**src/rtl/tmfifo_pkg.sv**
```systemverilog
package tmfifo_pkg;

  // next storage address, wrapping after depth entries
  function automatic int unsigned wrap_inc(input int unsigned p, input int unsigned depth);
    return (p + 1 >= depth) ? 0 : p + 1;
  endfunction

  // occupancy after one base cycle with given accepted push/pop
  function automatic int unsigned occ_next(input int unsigned occ, input logic push, input logic pop);
    int unsigned n;
    n = occ;
    if (push && !pop) n = occ + 1;
    if (pop && !push) n = occ - 1;
    return n;
  endfunction

endpackage

```
**src/rtl/tmfifo_phase.sv**
```systemverilog
module tmfifo_phase #(
  parameter bit USE_EXT = 1'b0
) (
  input  logic clk,
  input  logic rst,
  input  logic phase_in,
  output logic phase
);
  logic phase_q;

  always_ff @(posedge clk) begin
    if (rst) phase_q <= 1'b0;
    else     phase_q <= ~phase_q;
  end

  assign phase = USE_EXT ? phase_in : phase_q;

  generate
    if (!USE_EXT) begin : g_int_chk
      AST_PHASE_TOGGLE: assert property (@(posedge clk) disable iff (rst)
        1'b1 |=> (phase != $past(phase)));
    end
  endgenerate
endmodule

```
**src/rtl/tmfifo_spram.sv**
```systemverilog
module tmfifo_spram #(
  parameter int WIDTH = 8,
  parameter int DEPTH = 16,
  localparam int AW = (DEPTH > 1) ? $clog2(DEPTH) : 1
) (
  input  logic             clk,
  input  logic             rst,
  input  logic [AW-1:0]    addr,
  input  logic             we,
  input  logic             re,
  input  logic [WIDTH-1:0] wd,
  output logic [WIDTH-1:0] q
);
  logic [WIDTH-1:0] cells [DEPTH];

  always_ff @(posedge clk) begin
    if (we) cells[addr] <= wd;
  end

  always_ff @(posedge clk) begin
    if (rst)     q <= '0;
    else if (re) q <= cells[addr];
  end

  AST_ONE_PORT_OP: assert property (@(posedge clk) disable iff (rst)
    !(we && re));
  AST_ADDR_RANGE: assert property (@(posedge clk) disable iff (rst)
    (we || re) |-> (int'(addr) < DEPTH));
endmodule

```
**src/rtl/tmfifo_ctrl.sv**
```systemverilog
module tmfifo_ctrl
  import tmfifo_pkg::*;
#(
  parameter int DEPTH = 16,
  localparam int AW = (DEPTH > 1) ? $clog2(DEPTH) : 1,
  localparam int CW = $clog2(DEPTH + 1)
) (
  input  logic          clk,
  input  logic          rst,
  input  logic          phase,
  input  logic          wr_en,
  input  logic          rd_en,
  output logic          mem_we,
  output logic          mem_re,
  output logic [AW-1:0] mem_addr,
  output logic          full,
  output logic          empty
);
  logic [AW-1:0] wptr, rptr;
  logic [CW-1:0] occ;
  logic          push_q;
  logic          boundary;

  assign full     = (int'(occ) == DEPTH);
  assign empty    = (occ == '0);
  assign mem_we   = !phase && wr_en && !full;
  assign mem_re   = phase && rd_en && !empty;
  assign mem_addr = phase ? rptr : wptr;
  assign boundary = phase;

  always_ff @(posedge clk) begin
    if (rst) begin
      wptr   <= '0;
      rptr   <= '0;
      occ    <= '0;
      push_q <= 1'b0;
    end else if (!boundary) begin
      push_q <= mem_we;
    end else begin
      if (push_q) wptr <= AW'(wrap_inc(int'(wptr), DEPTH));
      if (mem_re) rptr <= AW'(wrap_inc(int'(rptr), DEPTH));
      occ    <= CW'(occ_next(int'(occ), push_q, mem_re));
      push_q <= 1'b0;
    end
  end

  AST_NO_OVERFLOW: assert property (@(posedge clk) disable iff (rst)
    int'(occ) <= DEPTH);
  AST_FULL_NO_WRITE: assert property (@(posedge clk) disable iff (rst)
    full |-> !mem_we);
  AST_EMPTY_NO_READ: assert property (@(posedge clk) disable iff (rst)
    empty |-> !mem_re);
  AST_WR_IN_SLOT0: assert property (@(posedge clk) disable iff (rst)
    mem_we |-> !phase);
  AST_OCC_AT_BOUNDARY: assert property (@(posedge clk) disable iff (rst)
    !phase |=> $stable(occ));
endmodule

```
**src/rtl/tmfifo_shared.sv**
```systemverilog
module tmfifo_shared #(
  parameter int WIDTH         = 8,
  parameter int DEPTH         = 16,
  parameter bit USE_EXT_PHASE = 1'b0,
  localparam int AW = (DEPTH > 1) ? $clog2(DEPTH) : 1
) (
  input  logic             clk,
  input  logic             rst,
  input  logic             phase_in,
  output logic             rd_slot,
  input  logic             wr_en,
  input  logic [WIDTH-1:0] wr_data,
  input  logic             rd_en,
  output logic [WIDTH-1:0] rd_data,
  output logic             full,
  output logic             empty
);
  logic          phase;
  logic          mem_we, mem_re;
  logic [AW-1:0] mem_addr;

  tmfifo_phase #(.USE_EXT(USE_EXT_PHASE)) u_phase (
    .clk(clk), .rst(rst), .phase_in(phase_in), .phase(phase)
  );

  tmfifo_ctrl #(.DEPTH(DEPTH)) u_ctrl (
    .clk(clk), .rst(rst), .phase(phase), .wr_en(wr_en), .rd_en(rd_en),
    .mem_we(mem_we), .mem_re(mem_re), .mem_addr(mem_addr),
    .full(full), .empty(empty)
  );

  tmfifo_spram #(.WIDTH(WIDTH), .DEPTH(DEPTH)) u_mem (
    .clk(clk), .rst(rst), .addr(mem_addr), .we(mem_we), .re(mem_re),
    .wd(wr_data), .q(rd_data)
  );

  assign rd_slot = phase;

  AST_RDATA_HOLD: assert property (@(posedge clk) disable iff (rst)
    !phase |=> $stable(rd_data));
  AST_FLAGS_EXCLUSIVE: assert property (@(posedge clk) disable iff (rst)
    !(full && empty));
endmodule

```
**config.mk**
```make
export PLATFORM = sky130hd
export DESIGN_NAME = tmfifo_shared
export DESIGN_NICKNAME = d
export VERILOG_FILES = /design/src/rtl/tmfifo_pkg.sv /design/src/rtl/tmfifo_phase.sv /design/src/rtl/tmfifo_spram.sv /design/src/rtl/tmfifo_ctrl.sv /design/src/rtl/tmfifo_shared.sv
export SDC_FILE = /design/constraint.sdc
export NUM_CORES = 1
export LEC_CHECK = 0
export ABC_AREA = 1
export BUFFER_PORTS_ARGS = -buffer_cell sky130_fd_sc_hd__buf_2
export CAP_MARGIN = 20
export CORE_MARGIN = 2
export CORE_UTILIZATION = 55
export CTS_BUF_LIST = sky130_fd_sc_hd__clkbuf_16
export DETAILED_ROUTE_END_ITERATION = 6
export PLACE_DENSITY = 0.83
export SLEW_MARGIN = 20
export SYNTH_ARGS = -nofsm -noshare
export SYNTH_HDL_FRONTEND = slang
export SYNTH_HIERARCHICAL = 1
export SYNTH_SLANG_ARGS = --single-unit
export TNS_END_PERCENT = 10
```
**constraint.sdc**
```tcl
create_clock -name clk -period 4.4 [get_ports clk]
set_input_delay 0.44 -clock clk [delete_from_list [all_inputs] [get_ports clk]]
set_output_delay 0.44 -clock clk [all_outputs]
set_load 0.01 [all_outputs]
```
==> flow_metrics.py, run 1 <==
metrics = {
    "sta": {
        "setup_viol": 0,
        "tightest_slew_ns": 0.801,
        "rsz0062_at_grt": "false",
        "finalHoldViolCount": 0,
        "period_minus_slack_ns": 3.10,
        "finalMaxSlewViolations": 0,
        "max_clock_freq_mhz": 322,
        "finalSetupTns_ns": 0,
        "skew_ns": 0.00988,
        "slew_headroom_pct": 46.4,
        "post-route-period-util_pct": 70.5,
    },
    "power_and_ir_drop": {
        "power_density_mw_per_mm2": 435,
        "ir_drop_mv": 0.534,
        "leakage_nw": 2.91,
    },
    "clocking": {
        "cts_hold_buf": 0,
        "clk_path_buf_depth": 2,
        "cts_tree": "yes",
        "htreeDepth": 4,
        "clk_pin_slew_worst_paths_ns": 0.06,
        "cts_root_buffer": "clkbuf_16",
        "clock_sinks": 151,
        "clk_latency_ns": 0.41,
        "cts_buffers": 17,
        "ctsResizeCount": 0,
        "cts_setup_buffers": 0,
    },
    "routing": {
        "wirelength_um": 13700,
        "via_per_inst": 5.53,
        "drc": 0,
        "dr.pass1.iters": 6,
        "routedWlPerCell_um": 16.4,
        "drtIter0Drc": 475,
        "drtAntennaViolNets": 0,
        "routed-via-count": 4612,
    },
    "synth": {
        "avgSynthCellArea_sq_um": 9.88,
        "yosys.cell_types.count": 27,
        "netlist_instances": 659,
        "ys_ff_latch": 151,
        "yosysSeqAreaShare_pct": 66.1,
        "yosys_warnings": 6,
        "synth_nets": 677,
        "syn-cell-area_sq_mm": 0.00651,
    },
    "final_layout": {
        "antenna_cells": 0,
        "nets": 696,
        "drive_above_1_share_pct": 10.6,
        "post-route-cell-area_sq_mm": 0.00728,
        "area_delta_synth_final_pct": 11.7,
    },
    "die": {
        "core_area_sq_mm": 0.0115,
        "io_pins": 24,
        "start_util_pct": 56.8,
        "die_h_um": 113,
        "placementRows": 39,
        "die_area_sq_mm": 0.0127,
        "die-width_um": 113,
    },
    "global_routing": {
        "grt_first_pass_wirelength_um": 22100,
        "grt_max_degree": 47,
        "grt_use_total_pct": 22.7,
        "grt.overflow.total": 0,
        "antenna_found_initial": 0,
        "grt_pass1_vias": 4511,
    },
    "critical_path": {
        "crit_fanout": 43,
        "worst_ep_required_time_ns": 4.44,
        "startpoint": "u_phase/phase$_SDFF_PP0_",
        "crit_type": "reg -> reg",
        "ff2ff_path_depth": 5,
        "reg2reg_from": "u_phase/phase$_SDFF_PP0_",
        "cp-start-kind": "flip-flop",
        "ff2ff_setup_slack_ns": 1.30,
        "end_kind": "flip-flop",
        "arrival_ns": 3.14,
    },
    "outcome": {
        "outcome": "complete, no violations",
    },
    "flow_run": {
        "cap_viol_max_count": 0,
    },
    "placed_design": {
        "place_area_sq_mm": 0.00670,
        "hpwl_um": 8510,
        "numPortBuffers": 22,
        "routabilityCongestion": 0.904,
    },
    "min_path": {
        "hp-start": "rst",
        "hold_path_depth": 2,
        "hp-class": "in -> reg",
    },
}
-- critical path, stage by stage, from the launching register on --
cell	delay, ns
dfxtp_1	0.66
o21ai_2	0.11
buf_4	0.29
inv_2	0.58
nand3_1	0.34
nor2_1	0.71
-- cells by family after synthesis --
family                   Yosys count  synth area share, %
adder cells (fa/ha/maj)            5                0.961
flip-flops                       151                 66.1
XOR/XNOR                           4                0.538
AO/OA/AOI/OAI                     28                 2.15
buffers and inverters             63                 4.42
AND/OR/NAND/NOR                  408                 25.8
-- flip-flops by register name, summed over array words and instances, names as in the netlist --
name           flops
u_ctrl/wptr        4
u_ctrl/push_q      1
u_mem/q            8
u_ctrl/occ         5
u_mem/cells      128
u_ctrl/rptr        4
u_phase/phase      1
-- synthesized netlist by cell type (all sizes together) --
library cell | n | share of area, %
a21oi | 8 | 0.61
buf | 23 | 2.1
clkbuf | 2 | 0.12
dfxtp | 23 | 7.1
edfxtp | 128 | 59
ha | 5 | 0.96
inv | 38 | 2.2
nand2 | 294 | 17
nand3 | 54 | 4.4
nand3b | 1 | 0.12
nand4 | 11 | 1.2
nor2 | 46 | 2.9
nor3 | 1 | 0.077
o21ai | 20 | 1.5
or2 | 1 | 0.096
xnor2 | 1 | 0.13
xor2 | 3 | 0.40
-- layer usage --
layer | global-route usage (%) | vias to the layer above | part of all wire (%)
met5 | 0 | - | 0
met3 | 6.48 | 20 | 7.7
met1 | 28.2 | 2168 | 41
met2 | 38.6 | 202 | 50
li1 | - | 2222 | -
met4 | 7.07 | 0 | 1.4
-- power by group --
group | switching, mW | leakage (nW) | internal, mW
registers | 0.0112 | 1.34 | 1.57
clock network | 0.559 | 0.288 | 0.837
logic | 0.136 | 1.28 | 0.0517
-- layout make-up --
| class | count | area, sq um |
|---|---|---|
| clock buffers | 17 | 425 |
| flip-flops and latches | 151 | 4300 |
| inverters | 38 | 145 |
| clock inverters | 15 | 154 |
| repair buffers | 25 | 133 |
| fillers | 851 | 4190 |
| multi-input cells | 445 | 1940 |
| well taps | 143 | 179 |
-- worst paths after layout --
| check | endpoint |
|---|---|
| hold reg to reg | u_ctrl/wptr[2]$_SDFFE_PP0P_ |
| setup / recovery | u_mem/cells[9][7]$_DFFE_PP_ |
| hold / removal | u_phase/phase$_SDFF_PP0_ |
| setup reg to reg | u_mem/cells[9][7]$_DFFE_PP_ |
-- through the flow --
step | hold WS, ns | utilization [%] | instances | power [mW] | setup WS [ns]
2_1_floorplan | 0.450 | - | 659 | 1.73 | 2.24
3_3_place_gp | 0.473 | 58.4 | 802 | 1.78 | 1.49
3_5_place_dp | 0.486 | 58.4 | 802 | 1.79 | 1.39
6_report | 0.282 | 63.4 | 834 | 3.16 | 1.30
5_1_grt | 0.279 | 63.4 | 834 | 3.26 | 1.09
4_1_cts | 0.270 | 63.4 | 834 | 3.18 | 1.33
-- cells in the final DEF (no fill, tap or decap), types with 2 or more instances in the layout --
cell	Yosys	layout
o21ai_0	13	11
clkinvlp_4	0	2
nor2_1	42	42
xor2_1	3	3
nand2_1	291	291
nand3_1	51	51
inv_2	6	6
nand4_1	10	10
ha_1	5	5
nand3_2	3	3
inv_6	0	3
dfxtp_1	23	23
nor2_2	3	3
buf_2	15	22
o21ai_1	7	7
inv_1	31	34
nand2_2	2	2
edfxtp_1	128	128
a21oi_1	8	8
buf_4	8	3
bufinv_16	0	2
clkbuf_16	0	17
clkinv_4	0	3
No activity file was read; power rests on OpenSTA's default activity.
==> run 2, diff against run 1 <==
PLACE_DENSITY = 0.86   (was 0.83)
clock period = 2.6 ns   (was 4.4 ns; I/O delays follow)
==> flow_metrics.py, run 2 (synthesis gave the netlist of run 1 again) <==
metrics = {
    "outcome": {
        "outcome": "complete, no violations",
    },
    "sta": {
        "rsz0062_at_grt": "false",
        "skew_ns": 0.0130,
        "slew_headroom_pct": 41.3,
        "finalHoldViolCount": 0,
        "tightest_slew_ns": 0.877,
        "finalMaxSlewViolations": 0,
        "finalSetupTns_ns": 0,
        "setup_viol": 0,
        "post-route-period-util_pct": 94.0,
        "max_clock_freq_mhz": 409,
        "period_minus_slack_ns": 2.44,
    },
    "flow_run": {
        "cap_viol_max_count": 0,
    },
    "placed_design": {
        "routabilityCongestion": 0.955,
        "dp.cells": 819,
        "hpwl_um": 9130,
        "numPortBuffers": 22,
    },
    "critical_path": {
        "path_delay_family": "simple AND/OR/NAND/NOR gates",
        "reg2reg_from": "u_phase/phase$_SDFF_PP0_",
        "crit_fanout": 10,
        "ff2ff_setup_slack_ns": 0.16,
        "worst_r2r_endpoint": "u_mem/cells[9][5]$_DFFE_PP_",
        "slowest_stage": "nor2_1",
        "end_kind": "flip-flop",
        "critPathMaxStageDelay_ns": 0.68,
        "cp-start-kind": "flip-flop",
        "arrival_ns": 2.49,
        "critPathBufInv": 2,
        "ff2ff_path_depth": 5,
        "worst_ep_required_time_ns": 2.64,
        "worstPathCellList": "o21ai_0 -> inv_1 -> nor2_1 -> inv_1 -> nor2_1",
        "crit_type": "reg -> reg",
    },
    "min_path": {
        "hold_path_depth": 2,
        "hp-start": "rst",
        "hp-class": "in -> reg",
        "hold_end": "u_phase/phase$_SDFF_PP0_",
    },
    "clocking": {
        "cts_root_buffer": "clkbuf_16",
        "cts_buffers": 17,
        "clk_pin_slew_worst_paths_ns": 0.06,
        "clock_sinks": 151,
        "clk_latency_ns": 0.43,
        "cts_hold_buf": 0,
        "clk_path_buf_depth": 2,
        "cts_tree": "yes",
        "htreeDepth": 4,
    },
    "final_layout": {
        "finalNonFillerCells": 851,
        "largest_reg_flops": 128,
        "n_fill_cell": 855,
        "final_common_cell": "nand2_1",
        "regMostFlops": "u_mem/cells",
        "nets": 713,
        "reg_top3": "u_mem/cells: 128 flops, u_mem/q: 8 flops, u_ctrl/occ: 5 flops",
        "antenna_cells": 0,
        "area_delta_synth_final_pct": 13.1,
        "drive_above_1_share_pct": 13.0,
        "final_cell_mix": "nand2_1, edfxtp_1, nand3_1, nor2_1, inv_1",
    },
    "routing": {
        "routedWlPerCell_um": 16.8,
        "drtAntennaViolNets": 0,
        "wirelength_um": 14300,
        "drtIter0Drc": 494,
        "drc": 0,
        "via_per_inst": 5.51,
        "routed-via-count": 4688,
        "dr.pass1.iters": 5,
    },
    "global_routing": {
        "grt_use_total_pct": 23.7,
        "grt.overflow.total": 0,
        "antenna_found_initial": 0,
        "grt_pass1_vias": 4558,
        "grt_first_pass_wirelength_um": 22800,
        "grt_max_degree": 57,
    },
    "die": {
        "start_util_pct": 56.8,
        "die_h_um": 113,
        "core_area_sq_mm": 0.0115,
        "die-width_um": 113,
        "placementRows": 39,
        "io_pins": 24,
        "die_area_sq_mm": 0.0127,
    },
    "power_and_ir_drop": {
        "power_density_mw_per_mm2": 708,
        "ir_drop_mv": 0.684,
        "leakage_nw": 2.96,
    },
}
## run 2: changes by cell type in the layout (fill, tap and decap cells not counted), moves of 2 or more
cell	previous run	this run
buf_4	3	20
clkinv_1	1	3
clkinv_2	0	5
clkinvlp_4	2	4
inv_1	34	31
inv_6	3	0
## run 2: layer usage
| metal | global-route usage [%] | part of all wire, % |
|---|---|---|
| met1 | 29.9 | 41 |
| met2 | 38.7 | 49 |
| met3 | 6.70 | 7.9 |
| met4 | 10.0 | 2.3 |
| met5 | 0 | 0 |
## run 2: how the worst max path moves through the flow
| stage | slack, ns | start | cells past startpoint | end |
|---|---|---|---|---|
| floorplan | 0.44 | u_phase/phase$_SDFF_PP0_ | 6 | u_mem/cells[11][0]$_DFFE_PP_ |
| global placement | 0.33 | u_phase/phase$_SDFF_PP0_ | 7 | u_mem/cells[4][7]$_DFFE_PP_ |
| detailed placement | 0.23 | u_phase/phase$_SDFF_PP0_ | 7 | u_mem/cells[4][5]$_DFFE_PP_ |
| CTS | 0.13 | u_phase/phase$_SDFF_PP0_ | 5 | u_mem/cells[9][5]$_DFFE_PP_ |
| global route | 0.06 | u_phase/phase$_SDFF_PP0_ | 17 | u_ctrl/occ[4]$_SDFFE_PP0P_ |
| finish | 0.16 | u_phase/phase$_SDFF_PP0_ | 5 | u_mem/cells[9][5]$_DFFE_PP_ |
## run 2: layout make-up
type	instances	area [sq um]	area share, %
Clock buffer	17	425	5.78
Clock inverter	15	114	1.55
Tap cell	143	179	2.43
Sequential cell	151	4310	58.5
Multi-Input combinational cell	445	1940	26.3
Timing Repair Buffer	42	260	3.53
Inverter	38	145	1.97
## run 2: stage by stage
step           hold WS, ns  worst slack [ns]  cell area [sq um]  total power [mW]  util [%]
5_1_grt             0.0797            0.0572               7360              5.38      64.2
4_1_cts             0.0715             0.134               7360              5.24      64.2
3_5_place_dp         0.495             0.228               6820              3.04      59.5
6_report            0.0767             0.156               7360              5.21      64.2
3_3_place_gp         0.481             0.328               6820              3.03      59.5
2_1_floorplan        0.327             0.441               6510              2.93         -
## run 2: repair_timing
action | 4_1_cts | 5_1_grt
gates resized for setup | 0 | 1
setup buffers | 0 | 0
setup endpoints to repair | 0 | 16
## run 2: power by group
group / internal (mW) / total [mW] / switching (mW)
logic: 0.0932 / 0.330 / 0.236
clock network: 1.29 / 2.21 / 0.918
registers: 2.65 / 2.67 / 0.0170
total: 4.04 / 5.21 / 1.17
==> run 3, diff against run 2 <==
ABC_AREA = unset   (was 1)
GPL_TIMING_DRIVEN = 0   (was unset)
==> flow_metrics.py, run 3 <==
metrics = {
    "outcome": {
        "outcome": "finished with violations",
        "violations": "setup timing",
    },
    "critical_path": {
        "worstSetupEndpoint": "u_mem/cells[13][7]$_DFFE_PP_",
        "startpoint": "u_phase/phase$_SDFF_PP0_",
        "crit_fanout": 10,
        "ff2ff_setup_slack_ns": -0.02,
        "end_kind": "flip-flop",
        "crit_type": "reg -> reg",
        "worst_r2r_endpoint": "u_mem/cells[13][7]$_DFFE_PP_",
        "reg2reg_from": "u_phase/phase$_SDFF_PP0_",
        "arrival_ns": 2.67,
        "cp-start-kind": "flip-flop",
        "ff2ff_path_depth": 6,
        "worst_ep_required_time_ns": 2.65,
    },
    "routing": {
        "wl_met2_um": 6850,
        "dr.pass1.iters": 5,
        "routedWlPerCell_um": 23.3,
        "wl_met3_um": 1210,
        "drtAntennaViolNets": 0,
        "met1Wirelength_um": 5580,
        "via_per_inst": 6.45,
        "wirelength_um": 13900,
        "highest_layer": "met4",
        "drc": 0,
        "routed-via-count": 3847,
        "drtIter0Drc": 487,
    },
    "clocking": {
        "clk_latency_ns": 0.42,
        "cts_tree": "yes",
        "clk_path_buf_depth": 2,
        "clock_sinks": 151,
        "cts_hold_buf": 0,
        "cts_root_buffer": "clkbuf_16",
        "clk_pin_slew_worst_paths_ns": 0.06,
        "cts_buffers": 17,
        "htreeDepth": 4,
    },
    "synth": {
        "synthTopCellsByCount": "edfxtp_1, mux2i_1, nor2_1",
        "synth_nets": 413,
        "yosys_warnings": 6,
        "yosys-top-cells-area": "edfxtp_1, mux2i_1, dfxtp_1",
        "yosys.area.top_type": "edfxtp_1",
        "ys_ff_latch": 151,
        "synthArstFlopShare_pct": 0,
        "yosys.area_share.adder_pct": 1.00,
        "synth_edf_count": 128,
        "yosys.cell_types.count": 47,
        "synthMuxAreaShare_pct": 12.2,
        "synth-compound-area-share_pct": 8.34,
        "yosys.cell_count.top_type": "edfxtp_1",
        "netlist_instances": 395,
        "synthXorXnorAreaFrac_pct": 0.844,
        "yosys.area.top_type_share_pct": 61.7,
        "syn-cell-area_sq_mm": 0.00623,
        "avgSynthCellArea_sq_um": 15.8,
        "synth-simple-area-share_pct": 5.84,
        "yosysSeqAreaShare_pct": 69.1,
        "synth_top_family_by_area": "multiplexers",
        "ys.flop_type": "edfxtp_1",
    },
    "sta": {
        "finalHoldViolCount": 0,
        "setup_viol": 16,
        "post-route-period-util_pct": 101,
        "slew_headroom_pct": 53.9,
        "period_minus_slack_ns": 2.62,
        "finalWorstSetupSlack_ns": -0.0160,
        "rsz0062_at_grt": "true",
        "max_clock_freq_mhz": 382,
        "skew_ns": 0.0124,
        "finalMaxSlewViolations": 0,
        "tightest_slew_ns": 0.692,
    },
    "die": {
        "start_util_pct": 57.0,
        "placementRows": 38,
        "die_area_sq_mm": 0.0122,
        "die-width_um": 110,
        "io_pins": 24,
        "core_area_sq_mm": 0.0109,
        "die_h_um": 110,
    },
    "min_path": {
        "hp-class": "in -> reg",
    },
    "final_layout": {
        "final_common_cell": "edfxtp_1",
        "antenna_cells": 0,
        "nets": 461,
        "fin_util_pct": 67.0,
        "reg_top3": "u_mem/cells: 128 flops, u_mem/q: 8 flops, u_ctrl/occ: 5 flops",
        "regMostFlops": "u_mem/cells",
        "largest_reg_flops": 128,
        "area_delta_synth_final_pct": 17.6,
        "multiInputGateArea_sq_mm": 0.00190,
        "final_cell_mix": "edfxtp_1, mux2i_1, buf_2, dfxtp_1, nor2_1",
        "drive_above_1_share_pct": 28.1,
        "layout.area.seq_sq_mm": 0.00430,
        "n_fill_cell": 689,
    },
    "global_routing": {
        "grt.overflow.total": 0,
        "grt_pass1_vias": 3646,
        "antenna_found_initial": 0,
        "grt_use_total_pct": 22.1,
        "grt_max_degree": 17,
        "grt_first_pass_wirelength_um": 20300,
    },
    "placed_design": {
        "pre_cts_ws_ns": -0.306,
        "hpwl_um": 8390,
        "routabilityCongestion": 0.865,
        "numPortBuffers": 22,
    },
    "power_and_ir_drop": {
        "ir_drop_mv": 0.841,
        "leakage_nw": 2.30,
        "power_density_mw_per_mm2": 681,
    },
    "flow_run": {
        "cap_viol_max_count": 0,
    },
}
-- run 3: cell count changes after synthesis, sizes merged, moves of 8 or more --
cell and delta:
a211oi +9, a21oi +8, a221oi +9, inv -35
mux2i +52, mux4 +8, nand2 -288, nand3 -45
nand4 -11, nor2 -8, o21ai -11, o221ai +8
o22ai +8
-- run 3: worst min path at each step --
stage                           startpoint                           to  slack [ns]  cells after the start
3_5_place_dp   u_ctrl/wptr[3]$_SDFFE_PP0P_  u_ctrl/wptr[3]$_SDFFE_PP0P_        0.50                      2
6_report                               rst     u_ctrl/push_q$_SDFF_PP0_        0.13                      2
3_3_place_gp      u_phase/phase$_SDFF_PP0_     u_phase/phase$_SDFF_PP0_        0.48                      1
4_1_cts                                rst     u_ctrl/push_q$_SDFF_PP0_        0.11                      2
5_1_grt                                rst     u_ctrl/push_q$_SDFF_PP0_        0.14                      2
2_1_floorplan                          rst     u_phase/phase$_SDFF_PP0_        0.33                      1
-- run 3: worst max-delay path, cell delays in order (launching register included) --
cell and delay (ns):
dfxtp_1 0.46, clkbuf_4 0.26, mux2_2 0.20, buf_6 0.17, buf_2 0.29, nand3_1 0.34
nor2_2 0.53
-- run 3: cell type report --
class	instances	share of cell area (%)
Sequential cell	151	58.8
Multi-Input combinational cell	218	26.0
Clock buffer	17	5.81
Timing Repair Buffer	31	3.28
Tap cell	140	2.39
Buffer	20	2.10
Clock inverter	15	1.44
Inverter	4	0.205
-- run 3: stage by stage --
step	hold slack, ns	std cells	area [sq um]	setup TNS (ns)	total power [mW]
after floorplan	0.327	395	6230	-0.00323	2.77
after global placement	0.484	557	6520	-18.56	2.83
after detailed placement	0.504	557	6520	-28.79	2.84
after CTS	0.112	591	7150	-0.426	4.99
after global routing	0.137	596	7320	-2.58	5.12
final	0.131	596	7320	-0.171	4.99
-- run 3: cells by family after synthesis --
family | after synthesis
xor+xnor | 6
fa+ha+maj | 5
mux | 65
buf+inv | 26
flops | 151
compound gates | 67
simple gates | 75
-- run 3: power by group --
| part | switching, mW | internal (mW) |
|---|---|---|
| Sequential | 0.0105 | 2.64 |
| Clock | 0.965 | 1.22 |
| Combinational | 0.103 | 0.0490 |
-- run 3: routing by layer --
metal  track usage [%]  up-vias
met4              6.42        0
met2              34.9      229
li1                  -     1653
met5                 0        -
met1              29.9     1937
met3              6.64       28
-- run 3: timing repair --
action                                 in CTS  in global routing
setup buffers                               2                  7
resized for setup                          28                 18
setup endpoints to repair                 134                133
pin swaps                                   4                 11
endpoints found under the hold margin       0                  0
